$ cat src/rtl/shvar_cam_pkg.sv
package shvar_cam_pkg;

    localparam int KEY_ADDR_W = 12;
    localparam int KEY_VER_W  = 4;
    localparam int KEY_W      = KEY_ADDR_W + KEY_VER_W;
    localparam int TAG_W      = KEY_W + 1;   // occupancy flag is the top bit

    typedef struct packed {
        logic [KEY_ADDR_W-1:0] addr;
        logic [KEY_VER_W-1:0]  ver;
    } cam_key_t;

    typedef struct packed {
        logic     occ;
        cam_key_t key;
    } cam_tag_t;

    function automatic cam_key_t make_key(input logic [KEY_ADDR_W-1:0] a,
                                          input logic [KEY_VER_W-1:0]  v);
        cam_key_t k;
        k.addr = a;
        k.ver  = v;
        return k;
    endfunction

    function automatic logic key_hit(input cam_tag_t t, input cam_key_t k);
        return t.occ && (t.key.addr == k.addr) && (t.key.ver == k.ver);
    endfunction

endpackage

$ cat src/rtl/shvar_cam_lines.sv
module shvar_cam_lines
    import shvar_cam_pkg::*;
#(
    parameter int LINES  = 16,
    parameter int DATA_W = 32,
    localparam int IDX_W = $clog2(LINES)
) (
    input  logic                          clk,
    input  logic                          rst,
    input  logic                          st_en,
    input  logic [IDX_W-1:0]              st_line,
    input  cam_key_t                      st_key,
    input  logic [DATA_W-1:0]             st_data,
    input  logic                          free_en,
    input  logic [IDX_W-1:0]              free_line,
    output cam_tag_t [LINES-1:0]          tags_o,
    output logic [LINES-1:0][DATA_W-1:0]  data_o
);

    for (genvar i = 0; i < LINES; i++) begin : g_line
        logic sel_st;
        logic sel_free;

        assign sel_st   = st_en   && (st_line   == IDX_W'(i));
        assign sel_free = free_en && (free_line == IDX_W'(i));

        always_ff @(posedge clk) begin
            if (rst) begin
                tags_o[i] <= '0;
                data_o[i] <= '0;
            end else if (sel_st) begin
                // a store to this line takes precedence over a release
                tags_o[i].occ <= 1'b1;
                tags_o[i].key <= st_key;
                data_o[i]     <= st_data;
            end else if (sel_free) begin
                tags_o[i].occ <= 1'b0;
            end
        end
    end

endmodule

$ cat src/rtl/shvar_cam_match.sv
module shvar_cam_match
    import shvar_cam_pkg::*;
#(
    parameter int LINES = 16
) (
    input  cam_tag_t [LINES-1:0] tags,
    input  cam_key_t             search,
    output logic [LINES-1:0]     match
);

    for (genvar i = 0; i < LINES; i++) begin : g_cmp
        assign match[i] = key_hit(tags[i], search);
    end

endmodule

$ cat src/rtl/shvar_cam_prio.sv
module shvar_cam_prio #(
    parameter int LINES = 16,
    localparam int IDX_W = $clog2(LINES)
) (
    input  logic [LINES-1:0] match,
    output logic             found,
    output logic [IDX_W-1:0] idx
);

    always_comb begin
        found = 1'b0;
        idx   = '0;
        // scan downward so the lowest set bit is written last
        for (int i = LINES - 1; i >= 0; i--) begin
            if (match[i]) begin
                found = 1'b1;
                idx   = IDX_W'(i);
            end
        end
    end

endmodule

$ cat src/rtl/shvar_cam_store.sv
module shvar_cam_store
    import shvar_cam_pkg::*;
#(
    parameter int LINES  = 16,
    parameter int DATA_W = 32,
    localparam int IDX_W = $clog2(LINES)
) (
    input  logic                  clk,
    input  logic                  rst,
    input  logic                  st_en,
    input  logic [IDX_W-1:0]      st_line,
    input  logic [KEY_ADDR_W-1:0] st_addr,
    input  logic [KEY_VER_W-1:0]  st_ver,
    input  logic [DATA_W-1:0]     st_data,
    input  logic                  free_en,
    input  logic [IDX_W-1:0]      free_line,
    input  logic                  lk_en,
    input  logic [KEY_ADDR_W-1:0] lk_addr,
    input  logic [KEY_VER_W-1:0]  lk_ver,
    output logic                  lk_valid,
    output logic                  lk_hit,
    output logic [IDX_W-1:0]      lk_line,
    output logic [DATA_W-1:0]     lk_data
);

    cam_tag_t [LINES-1:0]         tags;
    logic [LINES-1:0][DATA_W-1:0] words;
    logic [LINES-1:0]             match;
    logic [LINES-1:0]             occ_q;
    logic                         found;
    logic [IDX_W-1:0]             hit_idx;

    for (genvar i = 0; i < LINES; i++) begin : g_occ
        assign occ_q[i] = tags[i].occ;
    end

    shvar_cam_lines #(.LINES(LINES), .DATA_W(DATA_W)) lines_i (
        .clk       (clk),
        .rst       (rst),
        .st_en     (st_en),
        .st_line   (st_line),
        .st_key    (make_key(st_addr, st_ver)),
        .st_data   (st_data),
        .free_en   (free_en),
        .free_line (free_line),
        .tags_o    (tags),
        .data_o    (words)
    );

    shvar_cam_match #(.LINES(LINES)) match_i (
        .tags   (tags),
        .search (make_key(lk_addr, lk_ver)),
        .match  (match)
    );

    shvar_cam_prio #(.LINES(LINES)) prio_i (
        .match (match),
        .found (found),
        .idx   (hit_idx)
    );

    always_ff @(posedge clk) begin
        if (rst) begin
            lk_valid <= 1'b0;
            lk_hit   <= 1'b0;
            lk_line  <= '0;
            lk_data  <= '0;
        end else begin
            lk_valid <= lk_en;
            lk_hit   <= lk_en && found;
            if (lk_en) begin
                lk_line <= found ? hit_idx : '0;
                lk_data <= found ? words[hit_idx] : '0;
            end
        end
    end

endmodule

$ cat config.mk
export PLATFORM = sky130hd
export DESIGN_NAME = shvar_cam_store
export DESIGN_NICKNAME = d
export VERILOG_FILES = /design/src/rtl/shvar_cam_pkg.sv /design/src/rtl/shvar_cam_lines.sv /design/src/rtl/shvar_cam_match.sv /design/src/rtl/shvar_cam_prio.sv /design/src/rtl/shvar_cam_store.sv
export SDC_FILE = /design/constraint.sdc
export NUM_CORES = 2
export LEC_CHECK = 0
export ABC_CLOCK_PERIOD_IN_PS = 5250
export BUFFER_PORTS_ARGS = -buffer_cell sky130_fd_sc_hd__buf_2
export CORE_AREA = 4 4 324 294
export CTS_CLUSTER_SIZE = 12
export DETAILED_ROUTE_END_ITERATION = 16
export DIE_AREA = 0 0 328 298
export GPL_TIMING_DRIVEN = 0
export HOLD_SLACK_MARGIN = 0.02
export PLACE_DENSITY = 0.58
export REMOVE_ABC_BUFFERS = 1
export SLEW_MARGIN = 20
export SYNTH_ARGS = -nofsm -noshare
export SYNTH_HDL_FRONTEND = slang
export SYNTH_SLANG_ARGS = --single-unit
$ cat constraint.sdc
create_clock -name clk -period 5.25 [get_ports clk]
set_clock_uncertainty 0.2 [all_clocks]
set_input_delay 0.525 -clock clk [delete_from_list [all_inputs] [get_ports clk]]
set_output_delay 0.525 -clock clk [all_outputs]
set_load 0.005 [all_outputs]
==> results.md <==
Cells and area:
- The number of nets in the layout is a little under 5,000.
- At the end of the flow the core is filled with cells to 0.4668.
- Compared with the post-synthesis result, the final layout area differs by 15.09%.
- Of the cells placed in the final design, the portion with a size suffix greater than 1 is 0.1041.
- The number of antenna cells inserted is 0.

Timing:
- Setup repair after global routing left no endpoint under its margin.
- The final hold violation count was 0.
- For the final routed database, the setup TNS stands at 0 ns.
- The time the worst path needs with I/O delays and setup is approximately 5.1 ns.
- Static timing analysis puts the maximum clock frequency at ~200 MHz.
- Setup violations remaining at the end of the flow were counted as 0.
- At the pin with the least slew margin, the transition time is between 1 and 1.5 ns.
- The number of pins exceeding their max-slew limit in the final report was 0.
- Measured against its own limit, the worst slew margin works out to 0.2072.
- Of the available clock period, the critical path in the final layout requires 0.9675.
- The setup slack after layout is 0.1707 ns.

GRT:
- The largest net degree at the start of global routing is between 100 and 150.
- The number of global-route vias before repair is roughly 31,000.
- The number of antenna violations at the first check in global routing came to 1.
- The total routing resource utilization after global routing is 0.2468.
- The first global-routing pass estimated 189.5 mm of wire.
- The remaining global-route overflow is 0.

Synthesis:
- The cell area that synthesis handed to floorplanning was about 0.037 mm^2.
- Sorting the synthesized cells by area gives the leading types as dfxtp_1, nand2_1, a21oi_1.
- The dominant synthesized flop cell is dfxtp_1.
- The flop and latch count out of synthesis is just over 800.
- The cell type with the highest aggregate area in the netlist is dfxtp_1.
- The number of instances in the synthesized netlist is slightly below 5,000.
- The synthesized design contains 0 enable-type register cells.
- The sequential-to-total area share from yosys stat is 0.4402.
- During synthesis, Yosys emitted a total of 0 warnings.
- Of the post-synthesis cell area, the dominant cell type holds 0.4402.
- The fraction of registers with async set or reset after synthesis is 0.
- Each instance of the synthesized netlist takes up on average around 7.7 um^2.
- The number of distinct library cells after synthesis is 66.

Clock tree:
- The worst-case clock buffer depth is 3.
- The number of sinks on the clock net is 822.
- The number of buffers inserted by post-CTS setup repair is 0.
- The depth of the CTS H-tree is 3.
- In this run, CTS created clock tree buffers numbering just under 90.
- CTS placed an instance of clkbuf_16 at the clock tree root.
- The clock latency at the later pin of the worst-skew pair is around 0.66 ns.
- The clock-pin slew on the worst setup and hold paths is approximately 0.06 ns.
- TritonCTS built the clock tree.

Worst setup path:
- The nature of the critical path endpoint is a flip-flop.
- Setup slack on the worst reg-to-reg path comes out at around 0.32 ns.
- The endpoint arrival time on the critical path is 5.42 ns.
- The worst setup path is launched from a primary input.
- Counting cells, the worst reg-to-reg path comes to 16.
- The largest fanout on the critical path is 17.
- The data required time of the worst path is roughly 5.6 ns.
- The startpoint identified for the worst register-to-register timing path is lines_i.tags_o[60].
- The worst register-to-register path ends at lk_data[29].
- The critical setup path kind is primary input to flip-flop.

Detailed routing:
- The count of nets left with antenna violations once routing finished came out at 0.
- For this block, the initial DRC count from the detailed router was 3,141.
- For this run, the detailed router's first-pass iteration total came to 5.
- The total number of vias is between 30,000 and 40,000.
- The post-route DRC violation count is 0.
- The routed wire length per instance is 20.60 um.
- Using the TritonRoute via totals, the vias-per-cell ratio works out to roughly 5.5.
- After detailed routing, the total wire length is between 100 and 150 mm.

Run status:
- The run finished with clean final reports.

Hold path:
- The startpoint identified for the worst hold timing path is st_data[0].
- Along the worst hold path, the cell count comes to 3.
- The end point of the most critical hold path is lines_i.data_o[352].
- The type of the worst min-delay path is primary input to flip-flop.

Placement:
- The worst setup timing slack at the placement stage is -0.5749 ns.
- The final HPWL from detailed placement is between 70 and 80 mm.
- Buffers placed on the I/O ports in this run total roughly 110.
- The routability-driven placement congestion ratio is about 0.85.

Floorplan:
- The effective utilization at floorplan is 0.4056.
- The cell row count is between 100 and 150.
- The overall die area is roughly 0.1 mm^2.
- The number of I/O pins is roughly 120.
- The die boundary width is 328 um.
- In this run the standard cell core region covers 0.09218 mm^2.
- From bottom edge to top edge, the die measures 298 um.

Pwr:
- The worst voltage drop across the vdd grid is roughly 0.29 mV.
- In this run the static leakage power is 15.51 nW.
- The areal power density over the cells is 315.9 mW/mm^2.

Job:
- The tool flagged a number of max-cap violations equal to 0.
## repair_timing
action                     in CTS  in global routing
hold buffers                    9                  0
hold endpoints to repair       60                  0
resized for setup               0                  4
setup endpoints to repair       0                  6
## final cells by class
type	instances	area [um^2]
Sequential cell	822	16460
Fill cell	9031	49150
Tap cell	1242	1554
Inverter	9	33.78
Timing Repair Buffer	231	2764
Clock inverter	23	354.1
Clock buffer	132	2610
Multi-Input combinational cell	3587	19250
## stage by stage
stage               hold WS (ns)  area [um^2]  total power, mW  cells
floorplan                 0.2261        35440            6.791   4418
global placement          0.2369        37560            7.262   5774
detailed placement        0.2422        39950            7.308   5882
CTS                      0.02020        43010            13.70   6046
global route             0.04264        43030            14.01   6046
finish                   0.05308        43030            13.59   6046
## worst max-delay path, cell delays in order
cell and delay, ns:
buf_2 0.61, xnor2_1 0.21, or4b_2 0.63, nor4_1 0.62, nor2_1 0.29, o2111ai_4 0.40, buf_16 0.24, buf_16 0.18
buf_16 0.17, buf_16 0.18, buf_16 0.17, buf_16 0.17, mux2_1 0.33, nor2_1 0.09, a21oi_1 0.06, a221oi_1 0.35
nand3_1 0.11
## cell usage after synthesis, drive strengths merged (3+ instances only)
library cell     n
or4             21
o41ai            3
mux2           126
nor2b            7
o21ai           51
nand3b           6
nor4b            8
or4b             5
a221oi           3
nor2           131
nand2         1643
inv              9
nor4            70
or2              5
a211o            3
xor2           148
a21boi           3
buf            104
nor4bb           3
nor3             8
or3b             3
xnor2          108
and3             5
a211oi          33
mux2i          128
nand4           26
a22oi           30
nand4b          11
nand3           33
and4b            6
o211ai          34
nand2b          19
o2111ai          3
a21oi          877
a31oi            3
dfxtp          822
or3              4
clkbuf         342
## cell families (layout without fill, tap and decap cells)
family,Yosys count,after routing,synth area share
and+or+nand+nor,2021,2021,0.2230
AOI/OAI and AO/OA,1056,1056,0.1517
xor gates and xnor gates,256,256,0.05998
muxes,254,254,0.07223
buffers and inverters,455,395,0.05298
DFF,822,822,0.4402
## how the worst max path moves through the flow
stage	cells after the start	slack [ns]	to	from
5_1_grt	18	0.02	lk_data[29]	lk_addr[7]
3_5_place_dp	18	-0.57	lk_data[29]	lk_ver[2]
3_3_place_gp	3	-19.54	lk_line[1]	rst
6_report	17	0.17	lk_data[29]	lk_addr[4]
2_1_floorplan	11	-5.90	lk_data[29]	lk_addr[3]
4_1_cts	18	0.13	lk_data[29]	lk_ver[2]
## sequential cells by signal, indices dropped and copies added (netlist names)
signal          flops
lk_hit              1
lines_i.tags_o    272
lk_valid            1
lk_data            32
lines_i.data_o    512
lk_line             4
## layer usage
layer | wire length, um | share of wire | GRT usage
met3 | 8701 | 0.070 | 0.02947
met5 | 0 | 0 | 0
met1 | 58400 | 0.47 | 0.3629
met2 | 53760 | 0.43 | 0.3783
met4 | 3688 | 0.030 | 0.07425
## cells in the final DEF, fill, tap and decap left out, drive strengths merged, types with 4 or more instances in the layout
master and instances:
or4b 5, mux2 126, nor4b 8, nor4 70, nand4b 11, nand2 1643, nor2 131, nand2b 19
o211ai 34, nor3 8, and4b 6, o21ai 51, xor2 148, clkbuf 135, nand3b 6, nand4 26
or3 4, or2 5, clkinv 12, a22oi 30, bufinv 6, dlygate4sd3 9, inv 12, buf 219
nor2b 7, or4 21, nand3 33, dfxtp 822, a211oi 33, mux2i 128, and3 5, a21oi 877
xnor2 108
## power breakdown
group,total (mW),internal (mW),switching (mW)
Combinational,0.834,0.227,0.607
Clock,6.40,3.74,2.66
Sequential,6.36,6.32,0.0418
Total,13.6,10.3,3.31
Note: power is estimated with default switching activity, not from simulation.
